==> config.mk <==
export PLATFORM = sky130hd
export DESIGN_NAME = irq_gather
export DESIGN_NICKNAME = d
export VERILOG_FILES = /design/src/rtl/irq_gather_pkg.sv /design/src/rtl/irq_tick_gen.sv /design/src/rtl/irq_gather_ctrl.sv /design/src/rtl/irq_gather_dp.sv /design/src/rtl/irq_gather.sv
export SDC_FILE = /design/constraint.sdc
export NUM_CORES = 1
export LEC_CHECK = 0
export BUFFER_PORTS_ARGS = -buffer_cell sky130_fd_sc_hd__buf_2
export CORE_MARGIN = 2
export CORE_UTILIZATION = 30
export CTS_CLUSTER_DIAMETER = 80
export DETAILED_ROUTE_END_ITERATION = 8
export GPL_ROUTABILITY_DRIVEN = 0
export GPL_TIMING_DRIVEN = 0
export PLACE_DENSITY = 0.61
export SETUP_SLACK_MARGIN = 0.5
export SYNTH_ARGS = -nofsm -noshare
export SYNTH_HDL_FRONTEND = slang
export SYNTH_SLANG_ARGS = --single-unit
==> constraint.sdc <==
create_clock -name clk -period 10.8 [get_ports clk]
set_input_delay 0.54 -clock clk [delete_from_list [all_inputs] [get_ports clk]]
set_output_delay 0.54 -clock clk [all_outputs]
set_load 0.02 [all_outputs]
==> src/rtl/irq_gather_pkg.sv <==
package irq_gather_pkg;
  localparam int TICK_BIT = 5;
  localparam int BUS_BIT  = 4;
  localparam int AUTO_BIT = 2;
  localparam logic [7:0] MASK_AT_RESET = 8'h30;
  localparam logic [7:0] BUS_PAIR = 8'h14;

  typedef enum logic {
    OP_ACK      = 1'b0,
    OP_SET_MASK = 1'b1
  } cmd_op_e;

  typedef struct packed {
    logic ackBus;
    logic ackAll;
    logic setMask;
    logic pollTake;
    logic tick;
    logic rspGo;
  } strobe_t;
endpackage

==> src/rtl/irq_tick_gen.sv <==
module irq_tick_gen #(
  parameter int CLK_PER_MS = 100000,
  parameter int TICK_MS    = 1000
) (
  input  logic clk,
  input  logic rstN,
  output logic tick
);
  localparam int PERIOD = CLK_PER_MS * TICK_MS;
  localparam int CNT_W  = (PERIOD > 1) ? $clog2(PERIOD) : 1;

  logic [CNT_W-1:0] cnt;
  logic atDeadline;

  assign atDeadline = (cnt == CNT_W'(PERIOD - 1));

  // Counter wraps on its own, so each deadline is the previous one plus PERIOD.
  always_ff @(posedge clk) begin
    if (!rstN) cnt <= '0;
    else if (atDeadline) cnt <= '0;
    else cnt <= cnt + 1'b1;
  end

  assign tick = atDeadline;

  generate
    if (PERIOD > 1) begin : g_pulse_chk

      tick_single_chk: assert property (@(posedge clk) disable iff (!rstN)
        tick |=> !tick);
    end
  endgenerate
endmodule

==> src/rtl/irq_gather_ctrl.sv <==
module irq_gather_ctrl
  import irq_gather_pkg::*;
#(
  parameter int LEN_W = 4
) (
  input  logic             clk,
  input  logic             rstN,
  input  logic             cmdValid,
  input  logic             cmdOp,
  input  logic [7:0]       cmdArgCount,
  input  logic             pollValid,
  input  logic [LEN_W-1:0] pollLen,
  input  logic             tickIn,
  input  logic             busPending,
  output strobe_t          strb
);
  logic ackOk;

  assign ackOk = cmdValid && (cmd_op_e'(cmdOp) == OP_ACK) && (cmdArgCount == 8'd0);

  always_comb begin
    strb          = '0;
    strb.rspGo    = cmdValid;
    strb.ackBus   = ackOk && busPending;
    strb.ackAll   = ackOk && !busPending;
    strb.setMask  = cmdValid && (cmd_op_e'(cmdOp) == OP_SET_MASK) && (cmdArgCount == 8'd1);
    strb.pollTake = pollValid && !busPending && (pollLen != '0);
    strb.tick     = tickIn;
  end


  cmd_excl_chk: assert property (@(posedge clk) disable iff (!rstN)
    $onehot0({strb.ackBus, strb.ackAll, strb.setMask}));


  poll_blocked_chk: assert property (@(posedge clk) disable iff (!rstN)
    (pollValid && busPending) |-> !strb.pollTake);
endmodule

==> src/rtl/irq_gather_dp.sv <==
module irq_gather_dp
  import irq_gather_pkg::*;
#(
  parameter int REPLY_BYTES = 8,
  parameter int LEN_W = 4,
  parameter int RSP_W = 4
) (
  input  logic                         clk,
  input  logic                         rstN,
  input  strobe_t                      strb,
  input  logic [7:0]                   cmdArg0,
  input  logic [LEN_W-1:0]             pollLen,
  input  logic [8*REPLY_BYTES-1:0]     pollData,
  output logic                         busPending,
  output logic                         rspValid,
  output logic [RSP_W-1:0]             rspLen,
  output logic [8*(REPLY_BYTES+1)-1:0] rspData,
  output logic                         irqN
);
  localparam int RSP_BYTES = REPLY_BYTES + 1;

  logic [7:0]       pend, mask, pendNext;
  logic [7:0]       replyBuf [REPLY_BYTES];
  logic [LEN_W-1:0] replyLen, lenTake;
  logic [RSP_W-1:0] rspLenNext;
  logic [8*RSP_BYTES-1:0] rspDataNext;

  assign busPending = pend[BUS_BIT];
  assign lenTake = (pollLen > LEN_W'(REPLY_BYTES)) ? LEN_W'(REPLY_BYTES) : pollLen;

  always_comb begin
    pendNext = pend;
    if (strb.ackAll) pendNext = '0;
    if (strb.ackBus) begin
      pendNext[BUS_BIT]  = 1'b0;
      pendNext[AUTO_BIT] = 1'b0;
    end
    // events applied last: they win over a clear in the same cycle
    if (strb.tick) pendNext[TICK_BIT] = 1'b1;
    if (strb.pollTake) begin
      pendNext[BUS_BIT]  = 1'b1;
      pendNext[AUTO_BIT] = 1'b1;
    end
  end

  always_comb begin
    rspLenNext  = '0;
    rspDataNext = '0;
    if (strb.ackBus) begin
      rspLenNext = RSP_W'(replyLen) + RSP_W'(1);
      rspDataNext[7:0] = pend & BUS_PAIR;
      for (int i = 0; i < REPLY_BYTES; i++) begin
        if (LEN_W'(i) < replyLen) rspDataNext[8*(i+1) +: 8] = replyBuf[i];
      end
    end else if (strb.ackAll) begin
      rspLenNext = RSP_W'(1);
      rspDataNext[7:0] = pend;
    end
  end

  always_ff @(posedge clk) begin
    if (!rstN) begin
      pend     <= '0;
      mask     <= MASK_AT_RESET;
      replyLen <= '0;
      rspValid <= 1'b0;
      rspLen   <= '0;
      rspData  <= '0;
    end else begin
      pend     <= pendNext;
      rspValid <= strb.rspGo;
      rspLen   <= rspLenNext;
      rspData  <= rspDataNext;
      if (strb.setMask) mask <= cmdArg0;
      if (strb.pollTake) replyLen <= lenTake;
      else if (strb.ackBus) replyLen <= '0;
    end
  end

  generate
    for (genvar g = 0; g < REPLY_BYTES; g++) begin : g_buf
      always_ff @(posedge clk) begin
        if (!rstN) replyBuf[g] <= '0;
        else if (strb.pollTake) replyBuf[g] <= pollData[8*g +: 8];
      end
    end
  endgenerate

  assign irqN = ~|(pend & mask);


  mask_zero_quiet_chk: assert property (@(posedge clk) disable iff (!rstN)
    (strb.setMask && cmdArg0 == 8'h00) |=> irqN);


  bus_ack_clear_chk: assert property (@(posedge clk) disable iff (!rstN)
    strb.ackBus |=> (!pend[BUS_BIT] && !pend[AUTO_BIT]));


  tick_survives_chk: assert property (@(posedge clk) disable iff (!rstN)
    strb.tick |=> pend[TICK_BIT]);


  auto_origin_chk: assert property (@(posedge clk) disable iff (!rstN)
    $rose(pend[AUTO_BIT]) |-> $past(strb.pollTake));


  rsp_pulse_chk: assert property (@(posedge clk) disable iff (!rstN)
    strb.rspGo |=> rspValid);
endmodule

==> src/rtl/irq_gather.sv <==
module irq_gather
  import irq_gather_pkg::*;
#(
  parameter int CLK_PER_MS  = 100000,
  parameter int TICK_MS     = 1000,
  parameter int REPLY_BYTES = 8,
  parameter int LEN_W       = $clog2(REPLY_BYTES + 1),
  parameter int RSP_W       = $clog2(REPLY_BYTES + 2)
) (
  input  logic                         clk,
  input  logic                         rstN,
  input  logic                         cmdValid,
  input  logic                         cmdOp,
  input  logic [7:0]                   cmdArgCount,
  input  logic [7:0]                   cmdArg0,
  input  logic                         pollValid,
  input  logic [LEN_W-1:0]             pollLen,
  input  logic [8*REPLY_BYTES-1:0]     pollData,
  output logic                         rspValid,
  output logic [RSP_W-1:0]             rspLen,
  output logic [8*(REPLY_BYTES+1)-1:0] rspData,
  output logic                         irqN
);
  strobe_t strb;
  logic    tickPulse;
  logic    busPending;

  irq_tick_gen #(.CLK_PER_MS(CLK_PER_MS), .TICK_MS(TICK_MS)) u_tick (
    .clk(clk), .rstN(rstN), .tick(tickPulse)
  );

  irq_gather_ctrl #(.LEN_W(LEN_W)) u_ctrl (
    .clk(clk), .rstN(rstN), .cmdValid(cmdValid), .cmdOp(cmdOp),
    .cmdArgCount(cmdArgCount), .pollValid(pollValid), .pollLen(pollLen),
    .tickIn(tickPulse), .busPending(busPending), .strb(strb)
  );

  irq_gather_dp #(.REPLY_BYTES(REPLY_BYTES), .LEN_W(LEN_W), .RSP_W(RSP_W)) u_dp (
    .clk(clk), .rstN(rstN), .strb(strb), .cmdArg0(cmdArg0),
    .pollLen(pollLen), .pollData(pollData), .busPending(busPending),
    .rspValid(rspValid), .rspLen(rspLen), .rspData(rspData), .irqN(irqN)
  );
endmodule

* Yosys cells after proc, flatten, opt, wreduce, memory -nomap -nowiden
Memory sizes are Yosys's and may differ from the RTL's. A register that Yosys moved wholly into a read port is not among the register bits.
Cells that the tools add are included.
** Storage, ports and cells
- Register bits :: 50
- Bits in writable memories :: 64
- Bits of input ports :: 89
- Output and inout bits :: 78
- Memories :: 1
** Memory list
- u_dp.replyBuf :: depth 8, bits a word 8, read ports 8, clocked after memory_dff 8, write ports 8, RTL line irq_gather_dp.sv:23 : logic [7:0] replyBuf [REPLY_BYTES];
** Operators by class
- Add/subtract/negate cells :: 2
- $lt $le $gt $ge :: 9
- Equality and inequality tests :: 2
- Multiplexer cells :: 25
- Bitwise gates (word level) :: 12
- Reduce and logical (&&, ||, !) cells :: 34
** Operators by type and width (count)
- two-way mux 8 bit :: 8
- adder 27 x 1 -> 27 bit (second input constant) :: 1
- equality test 27 bit (second input constant) :: 1
- AND reduction 3 bit :: 8
- less-than comparator 3 x 4 -> 1 bit (first input constant) :: 4
- two-way mux 4 bit :: 4
- logical NOT 1 bit :: 10
- two-way mux 1 bit :: 10
- two-way mux 5 bit :: 2
- AND 6 x 8 -> 8 bit :: 1
- equality test 8 x 1 -> 1 bit (second input constant) :: 1
- logical AND 1 bit :: 8
- logical NOT 8 bit :: 1
- less-than comparator 1 x 4 -> 1 bit (first input constant) :: 2
- less-than comparator 2 x 4 -> 1 bit (first input constant) :: 2
- OR 1 bit :: 8
- OR reduction 8 bit :: 1
- two-way mux 6 bit :: 1
- adder 4 x 1 -> 4 bit (second input constant) :: 1
- > comparator 4 bit (second input constant) :: 1
- nonzero test 2 bit :: 2
- nonzero test 4 bit :: 1
- NOT 1 bit :: 3
- nonzero test 3 bit :: 1
- other kinds (2) :: 2

* Logic depth before layout (Yosys ltp)
Gate-level depths: netlist of the first run.
- Depth in word-level cells :: 7
- Mapped depth :: 6
- Depth with buffers taken out :: 6

* By module
A second synthesis of the first run with hierarchy kept.
** Unflattened totals
- Cell total of the unflattened synthesis :: 528
- Area total of the unflattened synthesis :: 6389.9 um^2
** Modules (own cells, without submodules)
- irq_gather_dp :: times used 1, cells each 365, area an instance 5007.3 um^2, seq. area each 3523.4 um^2
- irq_tick_gen :: times used 1, cells each 151, area an instance 1297.5 um^2, seq. area each 540.5 um^2
- irq_gather_ctrl :: times used 1, cells each 12, area an instance 85.1 um^2, seq. area each 0.0 um^2

* Least setup slack after synthesis of the first run
Ideal clock, no wire load.
- Path type :: register -> register
- Start point :: reg u_dp.pend[2] (netlist name)
- End point :: reg u_dp.replyLen[0]
- Setup time :: 0.122 ns
- Data arrival time :: 5.841 ns
- Required time :: 10.678 ns
- Setup slack :: 4.837 ns
- Stages on the path, launching flop included :: 6
- Buffers on the path :: 1
- Path through :: dfxtp_1 clkbuf_1 nand2b_1 o21ai_0 a31oi_1 a22o_1
** RTL lines
- end signal, assigned :: RTL line irq_gather_dp.sv:75 : if (strb.pollTake) replyLen <= lenTake;
- end, declared :: RTL line irq_gather_dp.sv:24 : logic [LEN_W-1:0] replyLen, lenTake;

==> out/metrics.yaml, run 1 <==
cts:
  clk_latency_ns: 0.42
  cts_tree: "built"
  h-tree-depth: 4
  clk_pin_slew_ns: 0.06
  postCtsResizedCells: 0
  numCtsBuffers: 17
  cts_setup_buffers: 0
  clockRootBuffer: "clkbuf_16"
  clock-sinks: 171
  cts_buffer_depth: 2
  cts_hold_buf: 0
global_route:
  grt_pass1_vias: 3742
  grt_first_pass_wirelength_mm: 19.8
  grt_max_degree: 29
  antenna_found_initial: 1
  track_usage_pct: 12.0
  grt_overflow: 0
sta:
  post-route-min-period_ns: 2.16
  setup_viol: 0
  relSlewSlack_pct: 32.4
  fmax_mhz: 463
  finClkSkew_ns: 0.00521
  rsz0062_at_grt: "no"
  period_share_pct: 20.0
  slew_violations: 0
  worst_slew_pin_slew_ns: 1.00
  worst_slack_ns: 8.64
  tns_ns: 0
  hold_viol_final: 0
yosys:
  yosys_warnings: 0
  synth-seq-cells: 171
  synth-edff-count: 64
  yosysUniqueCellTypes: 44
  synth_top_area_share_pct: 35.1
  synthesis.area_sq_mm: 0.00611
  synth.area.top_cells: "dfxtp_1 (35%), edfxtp_1 (31%), and2_1 (13%)"
  synthArstFlopShare_pct: 0
  synthCells: 502
  syn_avg_cell_area_sq_um: 12.2
  ys.flop_type: "dfxtp_1"
  synth_largest_area_cell: "dfxtp_1"
  seq_area_frac_synth_pct: 66.5
routing:
  via_count: 4066
  drt_iter0_markers: 124
  drt-wirelength-per-cell_microns: 13.1
  dr.pass1.iters: 4
  routed_wl_mm: 12.6
  ant_nets: 0
  via_per_inst: 4.21
  drc: 0
finish:
  fill_cells: 1960
  final_cell_area_sq_mm: 0.00788
  nets: 774
  layout-drive-gt1-share_pct: 29.9
  area_delta_synth_final_pct: 29.0
critical_path:
  r2r-start: "u_dp.pend[2]"
  crit_path_end_kind: "flop"
  cp-start-kind: "input port"
  cp.arrival_ns: 2.33
  crit_fanout: 10
  rrSetupSlack_ns: 8.67
  cpMaxStageDelayCell: "nor4_1"
  r2r_cells: 5
  path_class: "input port to flop"
  critPathRequiredTime_ns: 10.97
  crit_chain: "buf_2 > nor4_1 > nor3_2 > clkbuf_1 > and2_1"
  worst_r2r_endpoint: "u_dp.replyBuf[4][0]"
  crit_path_max_incr_delay_ns: 0.86
worst_hold_path:
  hold_class: "input port to flop"
  hold_path_depth: 2
  min_from: "cmdValid"
  hold_path_end: "u_dp.rspValid"
power_and_ir_drop:
  p_total_w: 0.00134
  irDropWorstVdd_mv: 0.0970
  p_seq_share_pct: 52.1
  swShare_pct: 21.8
  p_leak_nw: 3.34
  clkPwrFrac_pct: 44.0
  intPower_w: 0.00105
  powerDensity_mw_per_mm2: 170
  comb_power_share_pct: 3.9
  switching_power_w: 0.000291
placement:
  post-dp-hpwl_mm: 9.42
  place_ws_ns: 8.11
  placed_area_sq_mm: 0.00730
  io_buffers: 155
die:
  chipHeight_microns: 147
  core_sq_mm: 0.0201
  die_x_microns: 147
  num_rows: 52
  io_pins: 167
  die_area_sq_mm: 0.0215
  start_util_pct: 30.4
run:
  maxCapViolCount: 0
run_status:
  status: "finished, final reports clean"
==> power groups by stage <==
stage | sequential [W] | combinational (W) | clock [W]
4_1_cts | 0.000697 | 0.0000539 | 0.000608
5_1_grt | 0.000698 | 0.0000591 | 0.000637
3_5_place_dp | 0.000711 | 0.0000537 | 0
6_report | 0.000697 | 0.0000526 | 0.000588
2_1_floorplan | 0.000713 | 0.0000266 | 0
3_3_place_gp | 0.000715 | 0.0000496 | 0
==> state kept, by name (all words and copies together) (netlist names) <==
register       flops
u_dp.mask          3
u_dp.pend          2
u_dp.replyBuf     64
u_dp.replyLen      4
u_dp.rspData      66
u_dp.rspLen        4
u_dp.rspValid      1
u_tick.cnt        27
==> worst max-delay path by stage <==
stage	startpoint	to	depth (start not counted)
detailed placement	rstN	u_dp.replyBuf[3][6]	5
CTS	u_dp.pend[2]	u_dp.replyBuf[3][6]	5
global route	u_dp.pend[2]	u_dp.rspData[10]	5
global placement	pollValid	u_dp.replyLen[1]	5
finish	pollLen[0]	u_dp.replyBuf[4][0]	5
floorplan	u_dp.pend[2]	u_dp.replyLen[0]	5
==> final cells by class <==
cell class,count,area [sq um],area share [%]
sequential,171,4060,51.6
buffer,22,116,1.48
inverter,9,33.8,0.429
clock inverter,13,131,1.67
antenna,1,2.50,0.0318
timing repair buffer,157,823,10.5
tap,270,338,4.29
multi-input combinational,304,1920,24.4
clock buffer,19,443,5.62
==> per-layer routing <==
| metal | share of wire (%) | up-vias | GRT usage [%] |
|---|---|---|---|
| li1 | - | 2096 | - |
| met4 | 1.7 | 2 | 4.56 |
| met5 | 0.10 | - | 0 |
| met3 | 4.9 | 14 | 4.06 |
| met1 | 46 | 1844 | 15.0 |
| met2 | 48 | 110 | 19.2 |
==> synth_stat cells (2+ instances only) <==
library cell,count
a21oi_1,18
o31ai_1,9
o21a_1,4
ha_1,3
and4_1,2
or4_4,3
and2_1,124
a31oi_1,3
or3_1,5
buf_4,6
nor2_1,25
edfxtp_1,64
a22o_1,3
buf_2,3
nand3_1,14
nand4_1,4
mux2i_1,4
xor2_1,4
nor3_1,4
nor2b_1,2
clkbuf_1,12
xnor2_1,9
or4_1,8
dfxtp_1,107
nor4_1,9
o21ai_0,5
inv_1,8
and3_1,10
nand2b_1,2
nand2_1,13
a21oi_2,2
==> critical path, delay by kind of cell <==
family / cells / cell delay, ns
buffers and inverters: 2 / 0.40
and+or+nand+nor: 3 / 1.39
==> cells in the final DEF, fill, tap and decap left out, drive strengths merged, types with 2 or more instances in the layout <==
cell    instances
a21oi          20
a22o            3
a31oi           3
and2          124
and3           10
and4            2
buf           167
clkbuf         31
clkinv          6
conb            5
dfxtp         107
edfxtp         64
ha              3
inv            14
mux2i           4
nand2          13
nand2b          2
nand3          14
nand4           5
nor2           25
nor2b           2
nor3            4
nor4            9
o21a            4
o21ai           5
o31ai          10
or3             5
or4            11
xnor2           9
xor2            4
==> cells by family (layout without fill, tap and decap cells) <==
family,count (synthesis),in the layout,synth area share [%]
multiplexers,4,4,0.656
XOR/XNOR,13,13,1.86
AND/OR/NAND/NOR,233,233,22.9
other,1,6,0.0614
adder cells (fa/ha/maj),3,3,0.615
flip-flops,171,171,66.5
AO/OA/AOI/OAI,46,46,4.86
buffers and inverters,31,220,2.46
==> through the flow <==
| step | hold slack (ns) | cells | utilization [%] |
|---|---|---|---|
| 3_5_place_dp | 0.425 | 933 | 36.3 |
| 6_report | 0.335 | 966 | 39.2 |
| 3_3_place_gp | 0.422 | 931 | 36.0 |
| 4_1_cts | 0.313 | 965 | 39.2 |
| 2_1_floorplan | 0.420 | 506 | - |
| 5_1_grt | 0.330 | 965 | 39.2 |
No activity file was read; power rests on OpenSTA's default activity.
==> run 2, diff against run 1 <==
clock period = 2.01 ns   (was 10.8 ns; I/O delays follow)
==> run 2 against run 1 <==
Net effect:
- routed wire length increased by 16%
- via count increased by 11%
- critical path type is now flop to flop
- flip-flop and latch count unchanged
- combinational power increased to 9.4 times the previous value
- critical endpoint is now u_tick.cnt[12]
- clock skew increased by 0.0038 ns
==> out/metrics.yaml, run 2 (synthesis results as in run 1) <==
cts:
  clock-sinks: 171  # unchanged
  clk_pin_slew_ns: 0.06  # about the same
  cts_tree: "built"
  h-tree-depth: 4  # unchanged
  clk_latency_ns: 0.42  # about the same
  cts_buffer_depth: 2  # unchanged
  clockRootBuffer: "clkbuf_16"
  numCtsBuffers: 17  # unchanged
routing:
  via_per_inst: 4.26  # +1.2%
  via_count: 4513  # +11%
  drc: 0  # unchanged
  dr.pass1.iters: 4  # unchanged
  ant_nets: 0  # unchanged
  drt_iter0_markers: 149  # +20%
  drt-wirelength-per-cell_microns: 13.8  # +5.7%
  routed_wl_mm: 14.7  # +16%
finish:
  top_register: "u_dp.rspData"
  nets: 868  # +12%
  largest_reg_flops: 66  # unchanged
  final_common_cell: "buf_2"
  multi_input_area_sq_mm: 0.00216  # +12%
  layout-drive-gt1-share_pct: 37.4  # +7.5 points
  final_cell_area_sq_mm: 0.00917  # +16%
  area_delta_synth_final_pct: 50.2
  regArea_sq_mm: 0.00411  # +1.1%
  reg.largest.list: "u_dp.rspData: 66 flops, u_dp.replyBuf: 64 flops, u_tick.cnt: 27 flops"
  final_core_util_pct: 45.6  # +6.4 points
  layout_common_cells: "buf_2 (156), and2_1 (124), dfxtp_1 (86)"
  fill_cells: 1865  # -4.8%
run:
  maxCapViolCount: 0  # unchanged
critical_path:
  path_class: "flop to flop"
  crit_chain: "or3b_1 > or4_4 > o31ai_4 > buf_6 > buf_8 > nor2_1"
  critPathRequiredTime_ns: 2.32  # -8.65 ns
  cp.arrival_ns: 2.16  # -0.17 ns
  cp-start-kind: "flop"
  crit_start: "u_tick.cnt[12]"
  cpMaxStageDelayCell: "or4_4"
  r2r-start: "u_tick.cnt[12]"
  crit_fanout: 10  # unchanged
  crit_path_end_kind: "flop"
  crit_path_max_incr_delay_ns: 0.45  # -0.41 ns
run_status:
  status: "finished, final reports clean"
placement:
  post-dp-hpwl_mm: 9.65  # +2.4%
  io_buffers: 155  # unchanged
  placed_area_sq_mm: 0.00742  # +1.7%
  place_ws_ns: -0.654  # -8.76 ns
die:
  die_area_sq_mm: 0.0215  # unchanged
  chipHeight_microns: 147  # unchanged
  start_util_pct: 30.4  # unchanged
  core_sq_mm: 0.0201  # unchanged
  num_rows: 52  # unchanged
  die_x_microns: 147  # unchanged
  io_pins: 167  # unchanged
global_route:
  antenna_found_initial: 1  # unchanged
  track_usage_pct: 13.8  # +1.8 points
  grt_max_degree: 28  # -3.4%
  grt_pass1_vias: 4487  # +20%
  grt_overflow: 0  # unchanged
  grt_first_pass_wirelength_mm: 22.9  # +16%
sta:
  finClkSkew_ns: 0.00897  # +0.00376 ns
  worst_slew_pin_slew_ns: 0.707  # -0.298 ns
  slew_violations: 0  # unchanged
  post-route-min-period_ns: 1.85
  hold_viol_final: 0  # unchanged
  rsz0062_at_grt: "yes"
  fmax_mhz: 540
  period_share_pct: 92.1
  setup_viol: 0  # unchanged
  worst_slack_ns: 0.160  # -8.48 ns
  relSlewSlack_pct: 52.5  # +20 points
power_and_ir_drop:
  irDropWorstVdd_mv: 0.500  # +420%
  powerDensity_mw_per_mm2: 804  # +370%
  p_leak_nw: 3.83  # +15%
worst_hold_path:
  min_from: "pollLen[3]"
  hold_class: "input port to flop"
==> run 2: cell types whose count changed in the layout (fill, tap and decap cells not counted), moves of 8 or more <==
cell           before  now
a21oi_1            18    8
a21oi_2             2   10
buf_4               6   18
clkbuf_1           13    4
dfxtp_1           107   86
dfxtp_2             0   13
dfxtp_4             0    8
dlygate4sd3_1       0   72
==> run 2: report_power, final <==
group	leakage [nW]	internal [W]	total [W]	switching (W)
registers	1.57	0.00371	0.00374	0.0000316
clock network	0.274	0.00173	0.00314	0.00142
logic	1.99	0.000286	0.000492	0.000206
total	3.83	0.00572	0.00737	0.00165
==> run 2: final timing paths <==
path | to | slack, ns | cells after the start
max | u_tick.cnt[12] | 0.16 | 6
max reg2reg | u_tick.cnt[12] | 0.16 | 6
min | u_dp.replyLen[3] | 0.02 | 3
min reg2reg | u_tick.cnt[0] | 0.43 | 1
==> run 2: worst max-delay path, delay by kind of cell (launching register included) <==
| family | cells | cell delay [ns] |
|---|---|---|
| buffers and inverters | 2 | 0.27 |
| flip-flops | 1 | 0.37 |
| AND/OR/NAND/NOR | 3 | 0.87 |
| AO/OA/AOI/OAI | 1 | 0.22 |
==> run 2: repair_timing <==
action | in CTS | in global routing
hold buffers | 72 | 0
gates resized for setup | 50 | 22
cloned | 1 | 2
pin swaps | 5 | 12
buffers inserted | 16 | 3
endpoints found under the hold margin | 71 | 0
endpoints found under the setup margin | 227 | 151
==> run 2: layout make-up <==
class	count	area share, %
sequential	171	44.8
multi-input combinational	304	23.5
timing repair buffer	251	19.6
clock buffer	17	4.64
tap	270	3.68
buffer	22	1.81
clock inverter	15	1.49
inverter	9	0.396
antenna	1	0.0273
==> run 2: stage by stage <==
stage                     hold WS (ns)  total power [W]  TNS [ns]  instances
after global placement           0.316          0.00411   -125.18        931
after detailed placement         0.324          0.00413    -51.55        933
final                           0.0193          0.00737         0       1060
after CTS                      0.00183          0.00742         0       1054
after global routing           0.00983          0.00765         0       1059
after floorplan                  0.222          0.00397     -6.75        506
==> run 2: layer usage <==
metal  track usage, %  wire length (microns)
met2             23.1                   7140
met1             16.9                   6580
met4             5.83                    266
met3             3.44                    667
met5                0                      0
==> run 3, diff against run 2 <==
CORE_UTILIZATION = 52   (was 30)
PLACE_DENSITY = 0.89   (was 0.61)
==> run 3 against run 2 <==
Net effect:
- sequential share of layout area is 0.27 points lower
- global-route usage grew 16 points
- largest cell class unchanged
- first-iteration DRC count increased by 120%
- final cell count fell by 11%
- critical path depth is 1 lower
- critical path type unchanged
- via count rose by 14%
- power grew 1.3%
- combinational power grew 17%
- die area fell by 41%
- non-clock buffer count is 9 higher
==> out/metrics.yaml, run 3 (synthesis results as in run 1) <==
cts:
  cts_buffer_depth: 2  # unchanged
  clockRootBuffer: "clkbuf_16"
  h-tree-depth: 4  # unchanged
  clk_latency_ns: 0.43  # about the same
  clock-sinks: 171  # unchanged
  cts_tree: "built"
  clk_pin_slew_ns: 0.07  # about the same
  numCtsBuffers: 17  # unchanged
critical_path:
  critPathRequiredTime_ns: 2.38  # +0.06 ns
  crit_path_end_kind: "flop"
  cp-start-kind: "flop"
  r2r-start: "u_tick.cnt[12]"
  cp.arrival_ns: 2.28  # +0.12 ns
  path_class: "flop to flop"
  crit_fanout: 4  # -6
  crit_start: "u_tick.cnt[12]"
finish:
  top_register: "u_dp.rspData"
  fin_cells: 944  # -11%
  largest_reg_flops: 66  # unchanged
  fill_cells: 587  # -69%
  nets: 878  # +1.2%
  reg.largest.list: "u_dp.rspData: 66 flops, u_dp.replyBuf: 64 flops, u_tick.cnt: 27 flops"
  final_core_util_pct: 80.8  # +35 points
  final_common_cell: "buf_2"
  layout-drive-gt1-share_pct: 41.2  # +3.8 points
  multi_input_area_sq_mm: 0.00225  # +4.4%
  area_delta_synth_final_pct: 51.1
  regArea_sq_mm: 0.00411  # unchanged
  layout_common_cells: "buf_2 (155), and2_1 (109), dfxtp_1 (88)"
placement:
  numPlacedInstances: 806  # -14%
  post-dp-hpwl_mm: 9.51  # -1.5%
  io_buffers: 155  # unchanged
  place_ws_ns: -0.561  # +0.0931 ns
worst_hold_path:
  hold_class: "input port to flop"
  min_from: "pollData[24]"
die:
  start_util_pct: 53.5  # +23 points
  die_x_microns: 112  # -23%
  core_sq_mm: 0.0114  # -43%
  num_rows: 39  # -25%
  chipHeight_microns: 112  # -23%
  die_area_sq_mm: 0.0126  # -41%
  io_pins: 167  # unchanged
routing:
  routed_wl_mm: 19.7  # +34%
  via_per_inst: 5.47  # +28%
  drc: 0  # unchanged
  drt-wirelength-per-cell_microns: 20.9  # +51%
  ant_nets: 0  # unchanged
  dr.pass1.iters: 5  # +1
  via_count: 5164  # +14%
  drt_iter0_markers: 327  # +120%
sta:
  hold_viol_final: 0  # unchanged
  fmax_mhz: 524  # -3.0%
  worst_slack_ns: 0.102  # -0.0577 ns
  post-route-min-period_ns: 1.91  # +0.0577 ns
  period_share_pct: 94.9  # +2.9 points
  slew_violations: 0  # unchanged
  finClkSkew_ns: 0.00951  # +0.000541 ns
  worst_slew_pin_slew_ns: 0.688  # -0.0187 ns
  setup_viol: 0  # unchanged
  rsz0062_at_grt: "yes"
  relSlewSlack_pct: 53.8  # +1.3 points
run_status:
  status: "finished, final reports clean"
power_and_ir_drop:
  p_total_w: 0.00747  # +1.3%
  irDropWorstVdd_mv: 0.809  # +62%
  p_leak_nw: 3.93  # +2.6%
  powerDensity_mw_per_mm2: 809  # +0.67%
global_route:
  grt_overflow: 0  # unchanged
  antenna_found_initial: 3  # +2
  track_usage_pct: 29.7  # +16 points
  grt_max_degree: 24  # -14%
  grt_pass1_vias: 5244  # +17%
  grt_first_pass_wirelength_mm: 28.3  # +23%
run:
  maxCapViolCount: 0  # unchanged
run 3: cell count changes in the layout (fill, tap and decap cells not counted), sizes merged:
cell         previous run  this run
clkinv                  7         6
bufinv                  1         0
buf                   188       204
diode                   1         2
dlygate4sd3            72        70
o21ai                   5         6
clkinvlp                2         4
clkbuf                 30        25
run 3: repair_timing:
action / CTS / global route
setup endpoints to repair: 222 / 194
gates cloned: 4 / 4
hold buffers: 70 / 0
buffers inserted: 19 / 7
pin swaps: 10 / 12
hold endpoints to repair: 70 / 0
gates resized for setup: 60 / 62
run 3: power by group:
group	switching [W]	leakage (nW)	internal, W
Sequential	0.0000535	1.57	0.00371
Clock	0.00150	0.269	0.00163
Combinational	0.000254	2.10	0.000320
Total	0.00181	3.93	0.00566
run 3: area by class of cell:
cell class | instances | share of cell area [%]
timing repair buffer | 260 | 20.6
inverter | 9 | 0.407
clock inverter | 15 | 1.48
antenna | 2 | 0.0542
clock buffer | 17 | 4.61
tap | 143 | 1.94
multi-input combinational | 305 | 24.4
buffer | 22 | 2.03
sequential | 171 | 44.5
run 3: stage by stage:
stage          hold WS (ns)  setup TNS [ns]  area [sq um]
2_1_floorplan         0.222           -6.75          6250
3_3_place_gp          0.317          -57.23          7210
3_5_place_dp          0.336          -34.23          7260
4_1_cts             0.00595               0          8910
5_1_grt              0.0105               0          9230
6_report             0.0212               0          9230
run 3: critical path, stage by stage (launching register included):
cell and delay [ns]:
dfxtp_4 0.37, or3b_1 0.37, or4_4 0.45, buf_4 0.17, nor3_1 0.31, o21a_1 0.18
run 3: worst paths after layout:
path / to / slack [ns] / depth (start not counted)
hold reg to reg: u_dp.rspData[51] / 0.44 / 1
setup / recovery: u_dp.pend[5] / 0.10 / 5
setup reg to reg: u_dp.pend[5] / 0.10 / 5
hold / removal: u_dp.replyBuf[3][0] / 0.02 / 2
run 3: routing by layer:
metal	routed length (microns)	GRT usage [%]
met1	6780	29.9
met2	10600	55.0
met3	1150	7.29
met4	1190	18.1
met5	13	0
